===== config.mk =====
export PLATFORM = sky130hd
export DESIGN_NAME = otn_frame_aligner
export DESIGN_NICKNAME = d
export VERILOG_FILES = /design/src/rtl/ofa_pkg.sv /design/src/rtl/ofa_word_pipe.sv /design/src/rtl/ofa_edge_search.sv /design/src/rtl/ofa_shifter.sv /design/src/rtl/ofa_sync_ctrl.sv /design/src/rtl/otn_frame_aligner.sv
export SDC_FILE = /design/constraint.sdc
export NUM_CORES = 1
export LEC_CHECK = 0
export ABC_CLOCK_PERIOD_IN_PS = 4900
export BUFFER_PORTS_ARGS = -buffer_cell sky130_fd_sc_hd__buf_4
export CORE_MARGIN = 5
export CORE_UTILIZATION = 55
export CTS_BUF_LIST = sky130_fd_sc_hd__clkbuf_16
export CTS_CLUSTER_DIAMETER = 150
export DETAILED_ROUTE_END_ITERATION = 16
export GPL_TIMING_DRIVEN = 0
export PLACE_DENSITY = 0.78
export REMOVE_ABC_BUFFERS = 1
export SLEW_MARGIN = 30
export SYNTH_ARGS = -nofsm -noshare
export SYNTH_HDL_FRONTEND = slang
export SYNTH_HIERARCHICAL = 1
export SYNTH_SLANG_ARGS = --single-unit

===== constraint.sdc =====
create_clock -name clk -period 4.9 [get_ports clk]
set_input_delay 0.98 -clock clk [delete_from_list [all_inputs] [get_ports clk]]
set_output_delay 0.98 -clock clk [all_outputs]
set_load 0.005 [all_outputs]

===== src/rtl/ofa_pkg.sv =====
package ofa_pkg;
  typedef enum logic {MODE_HUNT = 1'b0, MODE_LOCK = 1'b1} mode_e;

  localparam logic [7:0]  OA_FIRST  = 8'hF6;
  localparam logic [7:0]  OA_SECOND = 8'h28;
  // boundary searched in step one, leading bytes checked in step two
  localparam logic [15:0] EDGE_PAT  = {OA_FIRST, OA_SECOND};
  localparam logic [15:0] LEAD_PAT  = {OA_FIRST, OA_FIRST};
  localparam logic [31:0] FULL_PAT  = {OA_FIRST, OA_FIRST, OA_SECOND, OA_SECOND};
endpackage


===== src/rtl/ofa_word_pipe.sv =====
module ofa_word_pipe #(
  parameter int DW = 64
) (
  input  logic            clk,
  input  logic            rst_n,
  input  logic [DW-1:0]   din,
  output logic [2*DW-1:0] win_now,
  output logic [2*DW-1:0] win_old
);
  logic [DW-1:0] d0_q, d1_q, d2_q;

  always_ff @(posedge clk or negedge rst_n) begin
    if (!rst_n) begin
      d0_q <= '0;
      d1_q <= '0;
      d2_q <= '0;
    end else begin
      d0_q <= din;
      d1_q <= d0_q;
      d2_q <= d1_q;
    end
  end

  // older word on top: earliest bit at the MSB of each window
  assign win_now = {d1_q, d0_q};
  assign win_old = {d2_q, d1_q};
endmodule


===== src/rtl/ofa_edge_search.sv =====
module ofa_edge_search
  import ofa_pkg::*;
#(
  parameter int DW = 64,
  localparam int OW = $clog2(DW)
) (
  input  logic            clk,
  input  logic            rst_n,
  input  logic [2*DW-1:0] win,
  output logic            hit_q,
  output logic [OW-1:0]   off_q
);
  logic [DW-1:0] hit_vec;
  logic          found;
  logic [OW-1:0] off_n;

  // boundary bytes land on aligned bits 47:32 when slice starts at bit g
  for (genvar g = 0; g < DW; g++) begin : g_cmp
    assign hit_vec[g] = (win[2*DW-17-g -: 16] == EDGE_PAT);
  end

  always_comb begin
    found = 1'b0;
    off_n = '0;
    for (int i = DW - 1; i >= 0; i--) begin
      if (hit_vec[i]) begin
        found = 1'b1;
        off_n = OW'(i);
      end
    end
  end

  always_ff @(posedge clk or negedge rst_n) begin
    if (!rst_n) begin
      hit_q <= 1'b0;
      off_q <= '0;
    end else begin
      hit_q <= found;
      off_q <= off_n;
    end
  end

  // a registered candidate always came from a matching boundary
  assert_cand_source_R5: assert property (@(posedge clk) disable iff (!rst_n)
    hit_q |-> $past(|hit_vec));
endmodule


===== src/rtl/ofa_shifter.sv =====
module ofa_shifter #(
  parameter int DW = 64,
  localparam int OW = $clog2(DW)
) (
  input  logic [2*DW-1:0] win,
  input  logic [OW-1:0]   sh,
  output logic [DW-1:0]   dout
);
  logic [2*DW-1:0] shifted;

  assign shifted = win << sh;
  assign dout    = shifted[2*DW-1 -: DW];
endmodule


===== src/rtl/ofa_sync_ctrl.sv =====
module ofa_sync_ctrl
  import ofa_pkg::*;
#(
  parameter int DW          = 64,
  parameter int FRAME_WORDS = 2040,
  parameter int LOSS_FRAMES = 5,
  parameter int GAIN_FRAMES = 2,
  localparam int OW   = $clog2(DW),
  localparam int FC_W = $clog2(FRAME_WORDS),
  localparam int LW   = $clog2(LOSS_FRAMES + 1),
  localparam int GW   = $clog2(GAIN_FRAMES + 1)
) (
  input  logic          clk,
  input  logic          rst_n,
  input  logic          cand_hit,
  input  logic [OW-1:0] cand_off,
  input  logic          pat_ok,
  output logic [OW-1:0] lock_off,
  output mode_e         mode,
  output logic          at_fas
);
  mode_e           mode_q, mode_n;
  logic [FC_W-1:0] fc_q, fc_n;
  logic            have_q, have_n;
  logic [GW-1:0]   good_q, good_n;
  logic [LW-1:0]   miss_q, miss_n;
  logic [OW-1:0]   off_q, off_n;

  assign at_fas   = (fc_q == '0);
  assign lock_off = off_q;
  assign mode     = mode_q;

  // next state; GAIN_FRAMES is taken as at least 2
  always_comb begin
    mode_n = mode_q;
    have_n = have_q;
    good_n = good_q;
    miss_n = miss_q;
    off_n  = off_q;
    fc_n   = (fc_q == FC_W'(FRAME_WORDS - 1)) ? '0 : fc_q + FC_W'(1);
    case (mode_q)
      MODE_HUNT: begin
        if (have_q && at_fas) begin
          if (pat_ok) begin
            if (int'(good_q) + 1 >= GAIN_FRAMES) begin
              mode_n = MODE_LOCK;
              good_n = '0;
              miss_n = '0;
            end else begin
              good_n = good_q + GW'(1);
            end
          end else begin
            have_n = 1'b0;
            good_n = '0;
          end
        end else if (!have_q && cand_hit) begin
          have_n = 1'b1;
          off_n  = cand_off;
          good_n = GW'(1);
          fc_n   = FC_W'(1);
        end
      end
      default: begin
        if (at_fas) begin
          if (pat_ok) begin
            miss_n = '0;
          end else if (int'(miss_q) + 1 >= LOSS_FRAMES) begin
            mode_n = MODE_HUNT;
            have_n = 1'b0;
            good_n = '0;
            miss_n = '0;
          end else begin
            miss_n = miss_q + LW'(1);
          end
        end
      end
    endcase
  end

  always_ff @(posedge clk or negedge rst_n) begin
    if (!rst_n) begin
      mode_q <= MODE_HUNT;
      fc_q   <= '0;
      have_q <= 1'b0;
      good_q <= '0;
      miss_q <= '0;
      off_q  <= '0;
    end else begin
      mode_q <= mode_n;
      fc_q   <= fc_n;
      have_q <= have_n;
      good_q <= good_n;
      miss_q <= miss_n;
      off_q  <= off_n;
    end
  end

  assert_fc_range_R4: assert property (@(posedge clk) disable iff (!rst_n)
    fc_q < FC_W'(FRAME_WORDS));
  assert_flywheel_R4: assert property (@(posedge clk) disable iff (!rst_n)
    (mode_q == MODE_LOCK && fc_q == FC_W'(FRAME_WORDS - 1)) |=> (fc_q == '0));
  assert_lock_entry_R5: assert property (@(posedge clk) disable iff (!rst_n)
    $rose(mode_q == MODE_LOCK) |-> $past(at_fas && pat_ok && have_q));
  assert_lock_exit_R7: assert property (@(posedge clk) disable iff (!rst_n)
    $fell(mode_q == MODE_LOCK) |-> $past(at_fas && !pat_ok && miss_q == LW'(LOSS_FRAMES - 1)));
  assert_miss_bound_R7: assert property (@(posedge clk) disable iff (!rst_n)
    miss_q < LW'(LOSS_FRAMES));
  assert_off_hold_R2: assert property (@(posedge clk) disable iff (!rst_n)
    (mode_q == MODE_LOCK && $past(mode_q == MODE_LOCK)) |-> $stable(off_q));
  assert_drop_cand_R6: assert property (@(posedge clk) disable iff (!rst_n)
    (mode_q == MODE_HUNT && have_q && at_fas && !pat_ok) |=> (!have_q && good_q == '0));
endmodule


===== src/rtl/otn_frame_aligner.sv =====
module otn_frame_aligner
  import ofa_pkg::*;
#(
  parameter int DATA_W      = 64,
  parameter int FRAME_WORDS = 2040,
  parameter int LOSS_FRAMES = 5,
  parameter int GAIN_FRAMES = 2
) (
  input  logic              clk,
  input  logic              rst_n,
  input  logic [DATA_W-1:0] rx_word,
  output logic [DATA_W-1:0] algn_word,
  output logic              frame_start,
  output logic              in_frame
);
  localparam int OW = $clog2(DATA_W);

  logic [2*DATA_W-1:0] win_now, win_old;
  logic                hit_q;
  logic [OW-1:0]       hit_off, lock_off;
  logic [DATA_W-1:0]   lead_word, main_word;
  logic                cand_hit, pat_ok, at_fas;
  mode_e               mode;
  logic [DATA_W-1:0]   algn_q;
  logic                sof_q, inf_q;

  ofa_word_pipe #(.DW(DATA_W)) u_pipe (
    .clk(clk), .rst_n(rst_n), .din(rx_word),
    .win_now(win_now), .win_old(win_old));

  ofa_edge_search #(.DW(DATA_W)) u_search (
    .clk(clk), .rst_n(rst_n), .win(win_now),
    .hit_q(hit_q), .off_q(hit_off));

  // step two: leading bytes under the candidate shift
  ofa_shifter #(.DW(DATA_W)) u_lead_sh (
    .win(win_old), .sh(hit_off), .dout(lead_word));

  // data path and per-frame confirmation under the held shift
  ofa_shifter #(.DW(DATA_W)) u_main_sh (
    .win(win_old), .sh(lock_off), .dout(main_word));

  assign cand_hit = hit_q && (lead_word[DATA_W-9 -: 16] == LEAD_PAT);
  assign pat_ok   = (main_word[DATA_W-9 -: 32] == FULL_PAT);

  ofa_sync_ctrl #(
    .DW(DATA_W), .FRAME_WORDS(FRAME_WORDS),
    .LOSS_FRAMES(LOSS_FRAMES), .GAIN_FRAMES(GAIN_FRAMES)
  ) u_ctrl (
    .clk(clk), .rst_n(rst_n), .cand_hit(cand_hit), .cand_off(hit_off),
    .pat_ok(pat_ok), .lock_off(lock_off), .mode(mode), .at_fas(at_fas));

  always_ff @(posedge clk or negedge rst_n) begin
    if (!rst_n) begin
      algn_q <= '0;
      sof_q  <= 1'b0;
      inf_q  <= 1'b0;
    end else begin
      algn_q <= main_word;
      sof_q  <= (mode == MODE_LOCK) && at_fas;
      inf_q  <= (mode == MODE_LOCK);
    end
  end

  assign algn_word   = algn_q;
  assign frame_start = sof_q;
  assign in_frame    = inf_q;

  assert_sof_locked_R3: assert property (@(posedge clk) disable iff (!rst_n)
    frame_start |-> in_frame);
  assert_sof_source_R3: assert property (@(posedge clk) disable iff (!rst_n)
    frame_start |-> $past(at_fas));
endmodule


# Word-level counts from Yosys, hierarchy flattened
# Cells that the tools add are included.
# W data, S select, Z words.
# word_totals
regBits,289
in_bits,66
output_inout_bits,66
word_cells,271
# op_classes
addsub,5
order_cmp,2
n_eq_ne,71
shifts,2
n_mux,161
n_bitwise,2
reduce_logical,14
# op_table
op,count
$eq A16 B16 Y1 const B,65
$mux W6,64
$shl A128 B6 Y120,1
$shl A128 B6 Y128,1
$mux W1,78
$mux W11,4
$eq A32 B32 Y1 const B,1
$ge A32 B3 Y1 const B,1
$ge A32 B4 Y1 const B,1
$mux W3,7
$mux W2,8
$add A11 B1 Y11 const B,1
$eq A11 B11 Y1 const B,1
$logic_not A11 Y1,1
$ne A2 B2 Y1 const B,4
$reduce_and A4 Y1,2
$reduce_bool A2 Y1,3
$reduce_and A5 Y1,1
$add A3 B1 Y4 const B,1
$logic_and A1 B1 Y1,4
$add A2 B1 Y3 const B,1
$add A3 B1 Y3 const B,1
$reduce_and A3 Y1,1
$reduce_bool A3 Y1,1
3 further kinds,4

# Depth between registers and ports, before layout
# depth
ltp_word,65
ltp_mapped,18
mapped_depth_nobuf,12

# Hierarchy
# Netlist, hierarchy kept.
# by_module_without_submodules
mod,n_inst,cells_per_inst,area_each_um2,seq_area_each_um2
ofa_shifter,2,869,8202.9,0.0
ofa_word_pipe,1,256,5285.1,4804.6
ofa_edge_search,1,433,2849.0,175.2
otn_frame_aligner,1,84,1795.5,1651.6
ofa_sync_ctrl,1,126,1345.0,600.6

# Worst setup path after synthesis
# Ideal clock, no wire load.
# synth_timing
path_type,register to register
start,register u_search.off_q[1]
end,"register u_ctrl.off_q[0], in the netlist u_ctrl/lock_off[0]"
setup_time_ns,0.128
arrival_time_ns,3.977
required_time_ns,4.772
path_slack_ns,0.796
stages_incl_launch_ff,18
n_path_buf,6
synth_period_minus_slack_ns,4.104
path_cell_list,dfrtp_1 > buf_6 > buf_8 > buf_4 > buf_4 > buf_4 > mux2i_1 > nand2_1 > a31o_2 > a2111oi_0 > a211oi_1 > nand4b_1 > or4_1 > nor4b_2 > nor2b_1 > nor2b_1 > buf_2 > mux2_1
# synth_via
elab_chain_cells,5
# synth_lines
element,line,rtl
"start, declared",ofa_edge_search.sv:11,output logic [OW-1:0] off_q
"start signal, assigned",ofa_edge_search.sv:39,off_q <= off_n;
$shl A128 B6 Y120,ofa_shifter.sv:11,assign shifted = win << sh;
named net lead_word[48],otn_frame_aligner.sv:21,"logic [DATA_W-1:0] lead_word, main_word;"
$eq A16 B16 Y1,otn_frame_aligner.sv:43,assign cand_hit = hit_q && (lead_word[DATA_W-9 -: 16] == LEAD_PAT);
$logic_and A1 B1 Y1,otn_frame_aligner.sv:43,
named net cand_hit,otn_frame_aligner.sv:22,"logic cand_hit, pat_ok, at_fas;"
$logic_and A1 B1 Y1,ofa_sync_ctrl.sv:56,end else if (!have_q && cand_hit) begin
$reduce_and A3 Y1 (no source line),-,
"end signal, assigned",ofa_sync_ctrl.sv:94,off_q <= off_n;
"end, declared",ofa_sync_ctrl.sv:27,"logic [OW-1:0] off_q, off_n;"
# The timed path passes the listed nets, and every way through them passes these cells.
# A chain may end at the register's enable or synchronous reset.

# Worst setup path in the final report
# layout_timing
start,register u_search.off_q[1]
end,"register u_ctrl.off_q[2], in the netlist u_ctrl/lock_off[2]"
# Same word-level chain as after synthesis.

==> flow_summary.json <==
{
  "period_needed_ps": 4800,
  "rsz0062_at_grt": "no",
  "skew_ps": 26.7,
  "overflow": 0,
  "hpwl_um": 55400,
  "power_frac_comb_pct": 11.8,
  "coreArea_sq_um": 42900,
  "syn_inst": 2212,
  "grt_pass1_vias": 19500,
  "die-area_sq_um": 47400,
  "drc": 0,
  "drt_iter0_drc": 3543,
  "cap_violations": 0,
  "wirelength_um": 79800,
  "hp-class": "input pin to asynchronous set/reset pin",
  "startpoint": "u_search/off_q[1]$_DFF_PN0_",
  "placed_area_sq_um": 24400,
  "fillers": 3411,
  "internal_power_uw": 4170,
  "grt_usage_pct": 32.5,
  "yosys_warnings": 6,
  "cts_root_buf": "clkbuf_16",
  "end_kind": "flop",
  "slew_viol_final": 0,
  "r2r-start": "u_search/off_q[1]$_DFF_PN0_",
  "vias": 20600,
  "io_buffers": 131,
  "cp_max_fo": 33,
  "cts_tree": "yes",
  "cts.sinks": 289,
  "worst_pin_slew_ps": 1010,
  "seq_area_sq_um": 7260,
  "status": "completed",
  "cts.clk_slew.worst_paths_ps": 80,
  "pre_cts_slack_ps": -970,
  "design_area_sq_um": 25800,
  "start_kind": "flop",
  "netlist_area_sq_um": 23800,
  "pwr_density_cell_nw_per_um2": 224,
  "p_sw_share_pct": 27.8,
  "rows": 76,
  "syn_area_per_cell_sq_um": 10.7,
  "place.gp.congestion": 1.00,
  "die_h_um": 218,
  "grt_max_degree": 97,
  "p_leak_uw": 0.00996,
  "firstDrtPassIters": 7,
  "antenna_found_initial": 4,
  "avgRoutedWirePerCell_um": 29.1,
  "sequentialPowerShare_pct": 48.0,
  "clockPowerShare_pct": 40.2,
  "antenna_left": 0,
  "peakVddDrop_mv": 0.296,
  "numCtsBuffers": 30,
  "multi_input_area_sq_um": 14900,
  "fin_ws_ps": 102,
  "crit_required_ps": 5370,
  "grt_pass1_wl_um": 121000,
  "crit_type": "flop to flop",
  "drive_above_1_share_pct": 27.2,
  "ctsLongestPathBuffers": 3,
  "max_freq_ghz": 0.208,
  "switching_power_uw": 1610,
  "ios": 132,
  "hold_buffers": 0,
  "htree_num_levels": 1,
  "start_util_pct": 55.4,
  "nNetsFinal": 2205,
  "vias_per_cell": 7.52,
  "setup_viol": 0,
  "relSlewSlack_pct": 32.7,
  "clkLatencyLatePin_ps": 600,
  "die_w_um": 218,
  "crit_arrival_ps": 5270,
  "hold_viol_final": 0,
  "syn_to_final_growth_pct": 8.58,
  "period_share_pct": 97.9
}
[what timing repair did]
action                                  4_1_cts  5_1_grt
gates cloned                                  1        3
setup buffers                                 8       14
endpoints found under the setup margin       24       20
pin swaps                                     2        2
gates resized for setup                      10        4
[path summary, 6_finish.rpt]
kind | slack [ps] | depth (start not counted) | end
worst min-delay path | 250 | 1 | algn_word[47]$_DFF_PN0_
min in group clk | 350 | 0 | u_pipe/d1_q[6]$_DFF_PN0_
worst max-delay path | 100 | 14 | u_ctrl/lock_off[2]$_DFFE_PN0P_
max in group asynchronous | 3510 | 3 | u_pipe/d0_q[9]$_DFF_PN0_
worst min register to register | 350 | 0 | u_pipe/d1_q[6]$_DFF_PN0_
worst max register to register | 100 | 14 | u_ctrl/lock_off[2]$_DFFE_PN0P_
[per-stage QoR]
step / util (%) / cells / total power (uW) / TNS [ps] / hold WS (ps)
4_1_cts: 59.7 / 2724 / 5770 / 0 / 245
5_1_grt: 60.1 / 2741 / 5950 / 0 / 266
3_5_place_dp: 57.0 / 2659 / 3450 / -18150 / 335
2_1_floorplan: - / 1924 / 3050 / -239870 / 331
6_report: 60.1 / 2744 / 5770 / 0 / 250
3_3_place_gp: 55.7 / 2640 / 3420 / -412780 / 332
[flip-flops by register name (all words and copies together), names as in the netlist]
name and cells:
algn_word 64, u_pipe/d0_q 64, u_pipe/d1_q 64, u_pipe/d2_q 64, u_ctrl/fc_q 11, u_ctrl/lock_off 6, u_search/off_q 6, u_ctrl/miss_q 3
u_ctrl/good_q 2, frame_start 1, in_frame 1, u_ctrl/have_q 1, u_ctrl/mode 1, u_search/hit_q 1
[metal layers]
| layer | vias up | track usage (%) | share of wire [%] |
|---|---|---|---|
| li1 | 8435 | - | - |
| met1 | 10100 | 45.7 | 37 |
| met2 | 1797 | 50.4 | 45 |
| met3 | 322 | 6.79 | 13 |
| met4 | 0 | 12.5 | 5.1 |
| met5 | - | 0 | 0 |
[power groups by stage]
stage          clock [uW]  sequential [uW]  combinational (uW)
3_5_place_dp            0             2800                 657
2_1_floorplan           0             2660                 394
6_report             2320             2770                 679
5_1_grt              2460             2780                 721
4_1_cts              2360             2750                 662
3_3_place_gp            0             2790                 638
[cell type report]
type | instances | area share [%]
inverters | 26 | 0.456
diodes | 3 | 0.0291
clock inverters | 26 | 0.994
repair inverters | 1 | 0.0194
flip-flops and latches | 289 | 28.2
repair buffers | 175 | 6.81
multi-input cells | 1609 | 57.8
well taps | 585 | 2.84
clock buffers | 30 | 2.91
[worst max-delay path, cell delays in order (launching register included)]
cell and delay [ps]:
dfrtp_4 430, buf_12 260, buf_16 230, mux4_2 540
and2_1 180, a31o_2 210, a2111oi_0 430, a211oi_1 100
nand4b_1 210, or4_1 570, nor4b_4 530, nor2b_1 250
nor2b_4 210, buf_12 160, mux2_1 330
[placed cells by master, fill, tap and decap left out, types with 8 or more instances in the layout]
cell type	n
o22ai_1	24
buf_16	15
nor2_2	13
clkbuf_16	33
nor2b_1	35
a22oi_1	32
nand4b_1	30
a2bb2oi_1	14
mux4_2	212
nand3_1	42
or2_2	9
nor2_1	103
a221oi_1	11
a211oi_1	15
nor3b_1	9
o21ai_0	60
nor3_1	32
or4_1	18
nand3b_1	11
nand2b_1	26
nand2_1	232
nand4_1	45
a21oi_1	53
a222oi_1	21
mux2i_1	171
nor4b_1	23
o211ai_1	21
and4b_1	8
mux2_2	84
and3_1	13
mux4_1	18
buf_4	149
and2_1	17
inv_1	24
dfrtp_1	279
o221ai_1	36
nor4_1	21
(Power assumes the default switching activity.)
